==> config.mk <==
export PLATFORM = sky130hd
export DESIGN_NAME = tbase_timer
export DESIGN_NICKNAME = d
export VERILOG_FILES = /design/src/rtl/tbase_pkg.sv /design/src/rtl/tbase_cnt_core.sv /design/src/rtl/tbase_unit.sv /design/src/rtl/tbase_ctrl.sv /design/src/rtl/tbase_timer.sv
export SDC_FILE = /design/constraint.sdc
export NUM_CORES = 1
export LEC_CHECK = 0
export BUFFER_PORTS_ARGS = -buffer_cell sky130_fd_sc_hd__buf_2
export CORE_ASPECT_RATIO = 1.4
export CORE_MARGIN = 8
export CORE_UTILIZATION = 45
export DETAILED_ROUTE_END_ITERATION = 10
export SLEW_MARGIN = 5
export SYNTH_ARGS = -nofsm -noshare
export SYNTH_HDL_FRONTEND = slang
export SYNTH_SLANG_ARGS = --single-unit
==> constraint.sdc <==
create_clock -name clk -period 6.6 [get_ports clk]
set_input_delay 0.99 -clock clk [delete_from_list [all_inputs] [get_ports clk]]
set_output_delay 0.99 -clock clk [all_outputs]
set_load 0.03 [all_outputs]
==> src/rtl/tbase_pkg.sv <==
package tbase_pkg;

    localparam int CNT_W       = 52;
    localparam int LO_W        = 32;
    localparam int HI_W        = CNT_W - LO_W;
    localparam int DATA_W      = 32;
    localparam int ADDR_W      = 6;
    localparam int NUM_UNITS   = 2;
    localparam int NUM_CORES   = 2;
    localparam int CTRL_W      = NUM_UNITS + NUM_UNITS * NUM_CORES;

    // address map
    localparam int ADDR_CTRL   = 0;
    localparam int UNIT_BASE   = 8;
    localparam int UNIT_STRIDE = 8;
    localparam int OFS_CMD     = 0;
    localparam int OFS_LD_HI   = 1;
    localparam int OFS_LD_LO   = 2;
    localparam int OFS_SNAP_HI = 3;
    localparam int OFS_SNAP_LO = 4;

    // command register bits
    localparam int CMD_UPD     = 0;
    localparam int CMD_LD      = 1;
    localparam int CMD_VALID   = 2;

    typedef logic [CNT_W-1:0]  cnt_t;
    typedef logic [DATA_W-1:0] word_t;
    typedef logic [ADDR_W-1:0] addr_t;
    typedef logic [CTRL_W-1:0] ctrl_t;

    typedef enum logic [2:0] {
        UR_NONE,
        UR_CMD,
        UR_LD_HI,
        UR_LD_LO,
        UR_SNAP_HI,
        UR_SNAP_LO
    } ureg_e;

    typedef struct packed {
        logic  upd;
        logic  ld;
        logic  clr_valid;
        logic  wr_hi;
        logic  wr_lo;
        word_t data;
    } unit_wr_t;

    typedef struct packed {
        logic valid;
        cnt_t snap;
        cnt_t ldv;
    } unit_view_t;

    function automatic ureg_e unit_reg(addr_t a, int u);
        int ai;
        int base;
        ai   = int'(a);
        base = UNIT_BASE + u * UNIT_STRIDE;
        if (ai < base || ai >= base + UNIT_STRIDE) return UR_NONE;
        case (ai - base)
            OFS_CMD:     return UR_CMD;
            OFS_LD_HI:   return UR_LD_HI;
            OFS_LD_LO:   return UR_LD_LO;
            OFS_SNAP_HI: return UR_SNAP_HI;
            OFS_SNAP_LO: return UR_SNAP_LO;
            default:     return UR_NONE;
        endcase
    endfunction

    function automatic word_t hi_word(cnt_t v);
        return word_t'(v[CNT_W-1:LO_W]);
    endfunction

    function automatic word_t lo_word(cnt_t v);
        return word_t'(v[LO_W-1:0]);
    endfunction

    function automatic int sen_lsb(int u);
        return NUM_UNITS + u * NUM_CORES;
    endfunction

    // unit 0 runs and ignores stalls; the other units stop and honour all cores
    function automatic ctrl_t ctrl_reset();
        ctrl_t r;
        r = '0;
        r[0] = 1'b1;
        for (int u = 1; u < NUM_UNITS; u++) begin
            for (int c = 0; c < NUM_CORES; c++) begin
                r[sen_lsb(u) + c] = 1'b1;
            end
        end
        return r;
    endfunction

endpackage

==> src/rtl/tbase_cnt_core.sv <==
module tbase_cnt_core
    import tbase_pkg::*;
(
    input  logic clk,
    input  logic rst,
    input  logic inc,
    input  logic load,
    input  cnt_t load_val,
    output cnt_t cnt
);

    always_ff @(posedge clk) begin
        if (rst) begin
            cnt <= '0;
        end else if (load) begin
            cnt <= load_val;
        end else if (inc) begin
            cnt <= cnt + cnt_t'(1);
        end
    end


    cnt_step_chk: assert property (@(posedge clk) disable iff (rst)
        inc && !load |=> cnt == $past(cnt) + cnt_t'(1));


    cnt_wrap_chk: assert property (@(posedge clk) disable iff (rst)
        inc && !load && (&cnt) |=> cnt == '0);


    cnt_load_chk: assert property (@(posedge clk) disable iff (rst)
        load |=> cnt == $past(load_val));


    cnt_hold_chk: assert property (@(posedge clk) disable iff (rst)
        !inc && !load |=> $stable(cnt));

endmodule

==> src/rtl/tbase_unit.sv <==
module tbase_unit
    import tbase_pkg::*;
(
    input  logic       clk,
    input  logic       rst,
    input  unit_wr_t   wr,
    input  logic       inc,
    output unit_view_t view
);

    cnt_t live;
    cnt_t snap_q;
    cnt_t ldv_q;
    logic valid_q;
    logic pend_q;

    tbase_cnt_core u_core (
        .clk      (clk),
        .rst      (rst),
        .inc      (inc),
        .load     (wr.ld),
        .load_val (ldv_q),
        .cnt      (live)
    );

    always_ff @(posedge clk) begin
        if (rst) begin
            snap_q  <= '0;
            ldv_q   <= '0;
            valid_q <= 1'b0;
            pend_q  <= 1'b0;
        end else begin
            if (wr.wr_hi) ldv_q[CNT_W-1:LO_W] <= wr.data[HI_W-1:0];
            if (wr.wr_lo) ldv_q[LO_W-1:0]     <= wr.data[LO_W-1:0];
            if (wr.upd)   snap_q              <= live;
            pend_q <= wr.upd;
            if (wr.upd) begin
                valid_q <= 1'b0;
            end else if (pend_q) begin
                valid_q <= 1'b1;
            end else if (wr.clr_valid) begin
                valid_q <= 1'b0;
            end
        end
    end

    assign view = '{valid: valid_q, snap: snap_q, ldv: ldv_q};


    snap_copy_chk: assert property (@(posedge clk) disable iff (rst)
        wr.upd |=> view.snap == $past(live));


    valid_drop_chk: assert property (@(posedge clk) disable iff (rst)
        wr.upd |=> !view.valid);


    valid_rise_chk: assert property (@(posedge clk) disable iff (rst)
        $rose(view.valid) |-> $past(wr.upd, 2));

endmodule

==> src/rtl/tbase_ctrl.sv <==
module tbase_ctrl
    import tbase_pkg::*;
(
    input  logic                 clk,
    input  logic                 rst,
    input  logic                 wr_ctrl,
    input  ctrl_t                wr_bits,
    input  logic                 tick_en,
    input  logic [NUM_CORES-1:0] core_stall,
    output ctrl_t                ctrl_q,
    output logic [NUM_UNITS-1:0] unit_inc
);

    always_ff @(posedge clk) begin
        if (rst) begin
            ctrl_q <= ctrl_reset();
        end else if (wr_ctrl) begin
            ctrl_q <= wr_bits;
        end
    end

    for (genvar u = 0; u < NUM_UNITS; u++) begin : g_gate
        localparam int SEN_LSB = NUM_UNITS + u * NUM_CORES;
        logic [NUM_CORES-1:0] sen;
        logic                 blocked;
        assign sen         = ctrl_q[SEN_LSB +: NUM_CORES];
        assign blocked     = |(core_stall & sen);
        assign unit_inc[u] = tick_en & ctrl_q[u] & ~blocked;
    end


    ctrl_write_chk: assert property (@(posedge clk) disable iff (rst)
        wr_ctrl |=> ctrl_q == $past(wr_bits));

endmodule

==> src/rtl/tbase_timer.sv <==
module tbase_timer
    import tbase_pkg::*;
(
    input  logic                 clk,
    input  logic                 rst,
    input  logic                 tick_en,
    input  logic [NUM_CORES-1:0] core_stall,
    input  logic                 wr_en,
    input  logic [ADDR_W-1:0]    wr_addr,
    input  logic [DATA_W-1:0]    wr_data,
    input  logic                 rd_en,
    input  logic [ADDR_W-1:0]    rd_addr,
    output logic [DATA_W-1:0]    rd_data
);

    ctrl_t                       ctrl_q;
    logic [NUM_UNITS-1:0]        unit_inc;
    logic                        wr_ctrl;
    unit_wr_t [NUM_UNITS-1:0]    uwr;
    unit_view_t [NUM_UNITS-1:0]  views;
    word_t                       rd_next;

    assign wr_ctrl = wr_en && (wr_addr == addr_t'(ADDR_CTRL));

    tbase_ctrl u_ctrl (
        .clk        (clk),
        .rst        (rst),
        .wr_ctrl    (wr_ctrl),
        .wr_bits    (wr_data[CTRL_W-1:0]),
        .tick_en    (tick_en),
        .core_stall (core_stall),
        .ctrl_q     (ctrl_q),
        .unit_inc   (unit_inc)
    );

    for (genvar u = 0; u < NUM_UNITS; u++) begin : g_unit
        ureg_e wsel;
        logic  cmd_hit;
        assign wsel    = unit_reg(wr_addr, u);
        assign cmd_hit = wr_en && (wsel == UR_CMD);
        assign uwr[u]  = '{
            upd:       cmd_hit && wr_data[CMD_UPD],
            ld:        cmd_hit && wr_data[CMD_LD],
            clr_valid: cmd_hit && wr_data[CMD_VALID],
            wr_hi:     wr_en && (wsel == UR_LD_HI),
            wr_lo:     wr_en && (wsel == UR_LD_LO),
            data:      wr_data
        };

        tbase_unit u_unit (
            .clk  (clk),
            .rst  (rst),
            .wr   (uwr[u]),
            .inc  (unit_inc[u]),
            .view (views[u])
        );
    end

    always_comb begin
        rd_next = '0;
        if (rd_addr == addr_t'(ADDR_CTRL)) begin
            rd_next = word_t'(ctrl_q);
        end
        for (int u = 0; u < NUM_UNITS; u++) begin
            case (unit_reg(rd_addr, u))
                UR_CMD:     rd_next[CMD_VALID] = views[u].valid;
                UR_LD_HI:   rd_next = hi_word(views[u].ldv);
                UR_LD_LO:   rd_next = lo_word(views[u].ldv);
                UR_SNAP_HI: rd_next = hi_word(views[u].snap);
                UR_SNAP_LO: rd_next = lo_word(views[u].snap);
                default:    ;
            endcase
        end
    end

    always_ff @(posedge clk) begin
        if (rst) begin
            rd_data <= '0;
        end else if (rd_en) begin
            rd_data <= rd_next;
        end
    end


    rd_strobe_zero_chk: assert property (@(posedge clk) disable iff (rst)
        rd_en && (unit_reg(rd_addr, 0) == UR_CMD) |=> rd_data[CMD_LD:CMD_UPD] == 2'b00);


    rd_unmapped_chk: assert property (@(posedge clk) disable iff (rst)
        rd_en && (rd_addr == addr_t'(1)) |=> rd_data == '0);


    rd_hold_chk: assert property (@(posedge clk) disable iff (rst)
        !rd_en |=> $stable(rd_data));

endmodule

# Word-level counts from Yosys, hierarchy flattened
# Index checks and enable logic that the tools add are counted.
# word_totals
input_bits	51
wordCells	130
register_bits	354
# op_classes
eq_ne	32
n_reduce_logical	31
n_bitwise	8
n_mux	31
add_sub_neg	6
magnitude_cmp	8
# ops
cell	count
32-bit by 2-bit equality test with 1-bit output, second input constant	8
29-bit one-hot mux with 4 select lines	2
52-bit two-way mux	4
32-bit by 1-bit equality test with 1-bit output, second input constant	4
32-bit by 3-bit equality test with 1-bit output, second input constant	4
32-bit logical NOT	4
52-bit by 1-bit adder with 52-bit output, second input constant	2
3-bit one-hot mux with 5 select lines	4
3-bit by 2-bit equality test with 1-bit output, second input constant	8
6-bit by 5-bit >= comparator with 1-bit output, second input constant	4
3-bit two-way mux	8
2-bit one-hot mux with 4 select lines	2
6-bit by 4-bit subtractor with 7-bit output, second input constant	2
6-bit by 5-bit subtractor with 7-bit output, second input constant	2
1-bit logical AND	13
3-bit by 1-bit equality test with 1-bit output, second input constant	4
3-bit equality test, second input constant	4
6-bit logical NOT	2
6-bit by 4-bit less-than comparator with 1-bit output, second input constant	2
6-bit by 5-bit less-than comparator with 1-bit output, second input constant	2
1-bit one-hot mux with 5 select lines	2
1-bit two-way mux	8
2-bit nonzero test	4
2-bit OR reduction	4
other kinds (5)	13

# Longest topological paths before layout
# depth
word_depth	9
mapped_depth	11

# Hierarchy
# From an unflattened synthesis, not the netlist that was laid out.
# hier_totals
hier_cells	1891
hier_area_um2	17012.6
# modules_own_cells
mod	instances	area_each_um2	cells_each
tbase_unit	2	3784.9	343
tbase_cnt_core	2	3046.7	388
tbase_timer	1	3099.2	406
tbase_ctrl	1	250.2	23

# Least setup slack after synthesis
# Ideal clock, no wire load.
# synth_path
path_type	input to register
startpoint	input port rd_addr[3]
endpoint	register rd_data[3]
path_slack_ps	3526
setup_ps	117
t_required_ps	6483
arrival_time_ps	2957
path_buffers	1
stages	9
cell_sequence	inv_1 > ha_1 > ha_1 > a211oi_1 > a2111oi_4 > buf_2 > mux2i_1 > o221ai_1 > a32o_1
# synth_between
elab_chain_len	7
# synth_rtl
item	line_no	text
from (decl)	tbase_timer.sv:12	input logic [ADDR_W-1:0] rd_addr,
6-bit by 4-bit subtractor with 7-bit output, or another cell as far along	tbase_pkg.sv:62	case (ai - base)
32-bit by 3-bit equality test with 1-bit output, or another cell as far along	tbase_pkg.sv:62	
3-bit one-hot mux with 5 select lines or 1-bit two-way mux (tied branches)	tbase_pkg.sv:62, tbase_pkg.sv:61	
3-bit two-way mux	tbase_pkg.sv:62	
3-bit equality test or 3-bit by 2-bit equality test with 1-bit output (tied branches)	tbase_timer.sv:65	case (unit_reg(rd_addr, u))
29-bit one-hot mux with 4 select lines	tbase_timer.sv:65	
29-bit one-hot mux with 4 select lines *	tbase_timer.sv:65	
to (signal assigned)	tbase_timer.sv:80	rd_data <= rd_next;
to (decl)	tbase_timer.sv:13	output logic [DATA_W-1:0] rd_data
# Mark *: on every way between the ends. The rest lies on a longest branch, timed or not.
# A chain may end at the register's enable or synchronous reset.

# Worst setup path in the final report
# layout_path
startpoint	input port wr_addr[3]
endpoint	register g_unit[0].u_unit.u_core.cnt[12]
# layout_between
elab_chain_len	8
# layout_rtl
item	line_no	text
from (decl)	tbase_timer.sv:9	input logic [ADDR_W-1:0] wr_addr,
6-bit by 4-bit subtractor with 7-bit output, or another cell as far along	tbase_pkg.sv:62	
32-bit by 3-bit equality test with 1-bit output, or another cell as far along	tbase_pkg.sv:62	
3-bit one-hot mux with 5 select lines or 1-bit two-way mux (tied branches)	tbase_pkg.sv:62, tbase_pkg.sv:61	
3-bit two-way mux *	tbase_pkg.sv:62	
3-bit by 1-bit equality test with 1-bit output *	tbase_timer.sv:40	assign cmd_hit = wr_en && (wsel == UR_CMD);
1-bit logical AND *	tbase_timer.sv:40	
1-bit logical AND *	tbase_timer.sv:43	ld: cmd_hit && wr_data[CMD_LD],
52-bit two-way mux or 2-bit nonzero test (tied branches)	n/a	
to (signal assigned)	tbase_cnt_core.sv:16	cnt <= load_val;
to (signal assigned)	tbase_cnt_core.sv:18	cnt <= cnt + cnt_t'(1);
to (decl)	tbase_cnt_core.sv:9	output cnt_t cnt
# Marked as above.

==> results.tsv <==
metric	value	unit
status	finished, final reports clean	
most frequent cell after synthesis	dfxtp_1	
clock buffer count from CTS	37	
dpl cell area	0.0161	mm2
worst slew pin tran	1140	ps
Die Y	235	um
Yosys top cell by area	dfxtp_1	
Clk pin slew, worst setup/hold paths	60	ps
final instance area	0.0173	mm2
CP max FO	104	
DR vias/cell	5.88	
WL final	48800	um
post-CTS setup buffers	0	
Clock Path Buffers	3	
Setup CP Type	input port to register	
sequential-to-total area share from yosys stat	45.9	%
fmax	0.292	GHz
gpl congestion	0.853	
initial DRC count	968	
Root Buffer	clkbuf_16	
reg-to-reg endpoint	g_unit[0].u_unit.u_core.cnt[38]	
fin crit share	51.9	%
CP max stage cell	nand2_4	
max incr delay on CP	740	ps
clock power share	47.0	%
DR WL met2	23700	um
drt pass-1 iters	6	
Post-synth EDFFs	0	
Clock Latency Late Sink	530	ps
first-pass GRT wire length	74800	um
Multi-input gate area	0.00784	mm2
vias	12900	
post-CTS sizing	0	
CP required	6960	ps
Synth Instances	1714	
pin count of the biggest net entering global routing	105	
switching pwr	1.03	mW
Residual DRC	0	
P per Cell Area	257	mW/mm2
unrepaired setup endpoints after global routing	no	
synth cell count leaders	dfxtp_1 (354), nand2_1 (225), nor2_1 (176)	
die area	0.0406	mm2
post-route ant nets	0	
sw frac	23.0	%
row count	80	
Worst setup EP type	register	
Final Skew	14.0	ps
worst reg-to-reg path cell count	6	
reg2reg setup slack	3800	ps
worst hold path type	register to register	
Max Cap Viol	0	
Setup-failing EPs final	0	
Leak	6.50	nW
total power	4.45	mW
r2r startpoint	u_ctrl.ctrl_q[2]	
CTS tree	built	
FF+latch count, synth	354	
Ys Warns	0	
Detail Placement HPWL	31700	um
Final Hold Fails	0	
wire per inst	22.2	um
H-tree Lvls	2	
relative slew slack	23.9	%
Hold Crit Depth	2	
Critical Path AT	3790	ps
critical path, cell by cell	buf_2 > inv_1 > ha_1 > ha_1 > and4b_1 > nand3b_1 > nor4_2 > nand2_4 > nor2_1 > a211oi_1	
Area Overhead vs Synth	12.2	%
Yosys cell types	63	
Final Slew Violations	0	
fill count	3208	
total length of routed met3 wires	2500	um
Yosys top cell area share	45.9	%
share of layout cells above drive strength 1	11.8	%
hold wc startpoint	g_unit[0].u_unit.pend_q	
average cell area after synthesis	9.01	um2
Most Frequent Cell on Critical Path	ha_1	
Comb power frac	4.4	%
Seq. cell area	0.00709	mm2
final global-route overflow total	0	
total core area	0.0339	mm2
crit start category	input port	
vias in the first global route	12400	
effective utilization at floorplan	45.5	%
Max IR drop VDD	0.000163	V
Synth Flop Type	dfxtp_1	
clk sink count	354	
pre-CTS setup slack	2630	ps
cell area after synthesis	0.0155	mm2
Power Internal	3.42	mW
CTS Hold Buffers Added	0	
I/O Buffers	82	
fraction of registers with async set/reset	0	%
Ports	83	
top cells by area, synth	dfxtp_1 (46%), a22o_1 (6.6%), nand2_1 (5.5%)	
initial antenna violation count	0	
all-layer global routing usage	23.2	%
routed length on met1	21300	um
Layout Nets	1782	
setup TNS	0	ps
crit path time final	3430	ps
Ant. Diodes	0	
sequential power share	48.6	%
Final WS setup	3170	ps
hold slack	458	ps
Die Wd	173	um
top layer in use	met4	
hold worst-path end	g_unit[0].u_unit.valid_q	
Syn Nets	1773	
-- critical path: cells and delay by family --
kind / cells / cell delay (ps)
compound gates: 1 / 80
fa+ha+maj: 2 / 460
simple gates: 5 / 2070
buf+inv: 2 / 160
-- metrics by stage --
stage / util, % / cells
floorplan: - / 1714
global route: 51.1 / 2199
detailed placement: 47.5 / 2135
finish: 51.1 / 2199
CTS: 51.1 / 2199
global placement: 47.5 / 2135
-- how the worst max path moves through the flow --
stage / start / endpoint / slack (ps) / depth (start not counted)
2_1_floorplan: rd_addr[3] / rd_data[3] / 3530 / 9
4_1_cts: wr_addr[3] / g_unit[0].u_unit.u_core.cnt[12] / 3180 / 10
5_1_grt: wr_addr[4] / g_unit[0].u_unit.u_core.cnt[12] / 2960 / 10
3_5_place_dp: wr_addr[3] / g_unit[0].u_unit.u_core.cnt[12] / 2630 / 10
6_report: wr_addr[3] / g_unit[0].u_unit.u_core.cnt[12] / 3170 / 10
3_3_place_gp: wr_addr[3] / g_unit[0].u_unit.u_core.cnt[12] / 2740 / 10
-- state kept, by name, summed over array words and instances (netlist names) --
register,flops
g_unit.u_unit.snap_q,104
g_unit.u_unit.ldv_q,104
u_ctrl.ctrl_q,6
g_unit.u_unit.u_core.cnt,104
g_unit.u_unit.pend_q,2
rd_data,32
g_unit.u_unit.valid_q,2
-- cells by family after synthesis --
kind of cell               share of synthesized area [%]
muxes                                               4.28
DFF                                                 45.9
buffers and inverters                               3.87
AOI/OAI and AO/OA                                   21.2
adders and majority gates                          0.648
and+or+nand+nor                                     18.2
xor gates and xnor gates                            5.90
-- cell type report --
class / count / share of cell area [%]
Multi-Input combinational cell: 1204 / 45.2
Sequential cell: 354 / 40.9
Clock buffer: 53 / 6.27
Tap cell: 451 / 3.26
Timing Repair Buffer: 99 / 3.14
Clock inverter: 11 / 0.657
Inverter: 27 / 0.585
-- routing by layer --
metal	vias up	track usage, %
met5	-	0
met4	0	7.77
met3	82	3.19
met2	346	39.4
met1	6264	29.7
li1	6228	-
-- power by group through the flow --
stage | sequential [mW] | clock [mW] | combinational (mW)
global placement | 2.21 | 0 | 0.192
finish | 2.16 | 2.09 | 0.195
floorplan | 2.22 | 0 | 0.0931
detailed placement | 2.21 | 0 | 0.193
CTS | 2.16 | 2.13 | 0.193
global route | 2.16 | 2.22 | 0.207
-- layout by cell type (no fill, tap or decap), types with 16 or more instances in the layout --
master | Yosys | routed
a211oi_1 | 101 | 101
a21oi_1 | 106 | 104
a221oi_1 | 33 | 33
a22o_1 | 117 | 117
a22oi_1 | 21 | 21
buf_2 | 9 | 81
buf_4 | 0 | 17
clkbuf_16 | 0 | 37
dfxtp_1 | 354 | 354
inv_1 | 26 | 26
mux2i_1 | 65 | 65
nand2_1 | 225 | 223
nand3_1 | 45 | 45
nand4_1 | 26 | 26
nor2_1 | 176 | 173
nor3_1 | 18 | 18
o21ai_0 | 16 | 16
xnor2_1 | 55 | 55
xor2_1 | 49 | 49
No activity file was read; power rests on OpenSTA's default activity.
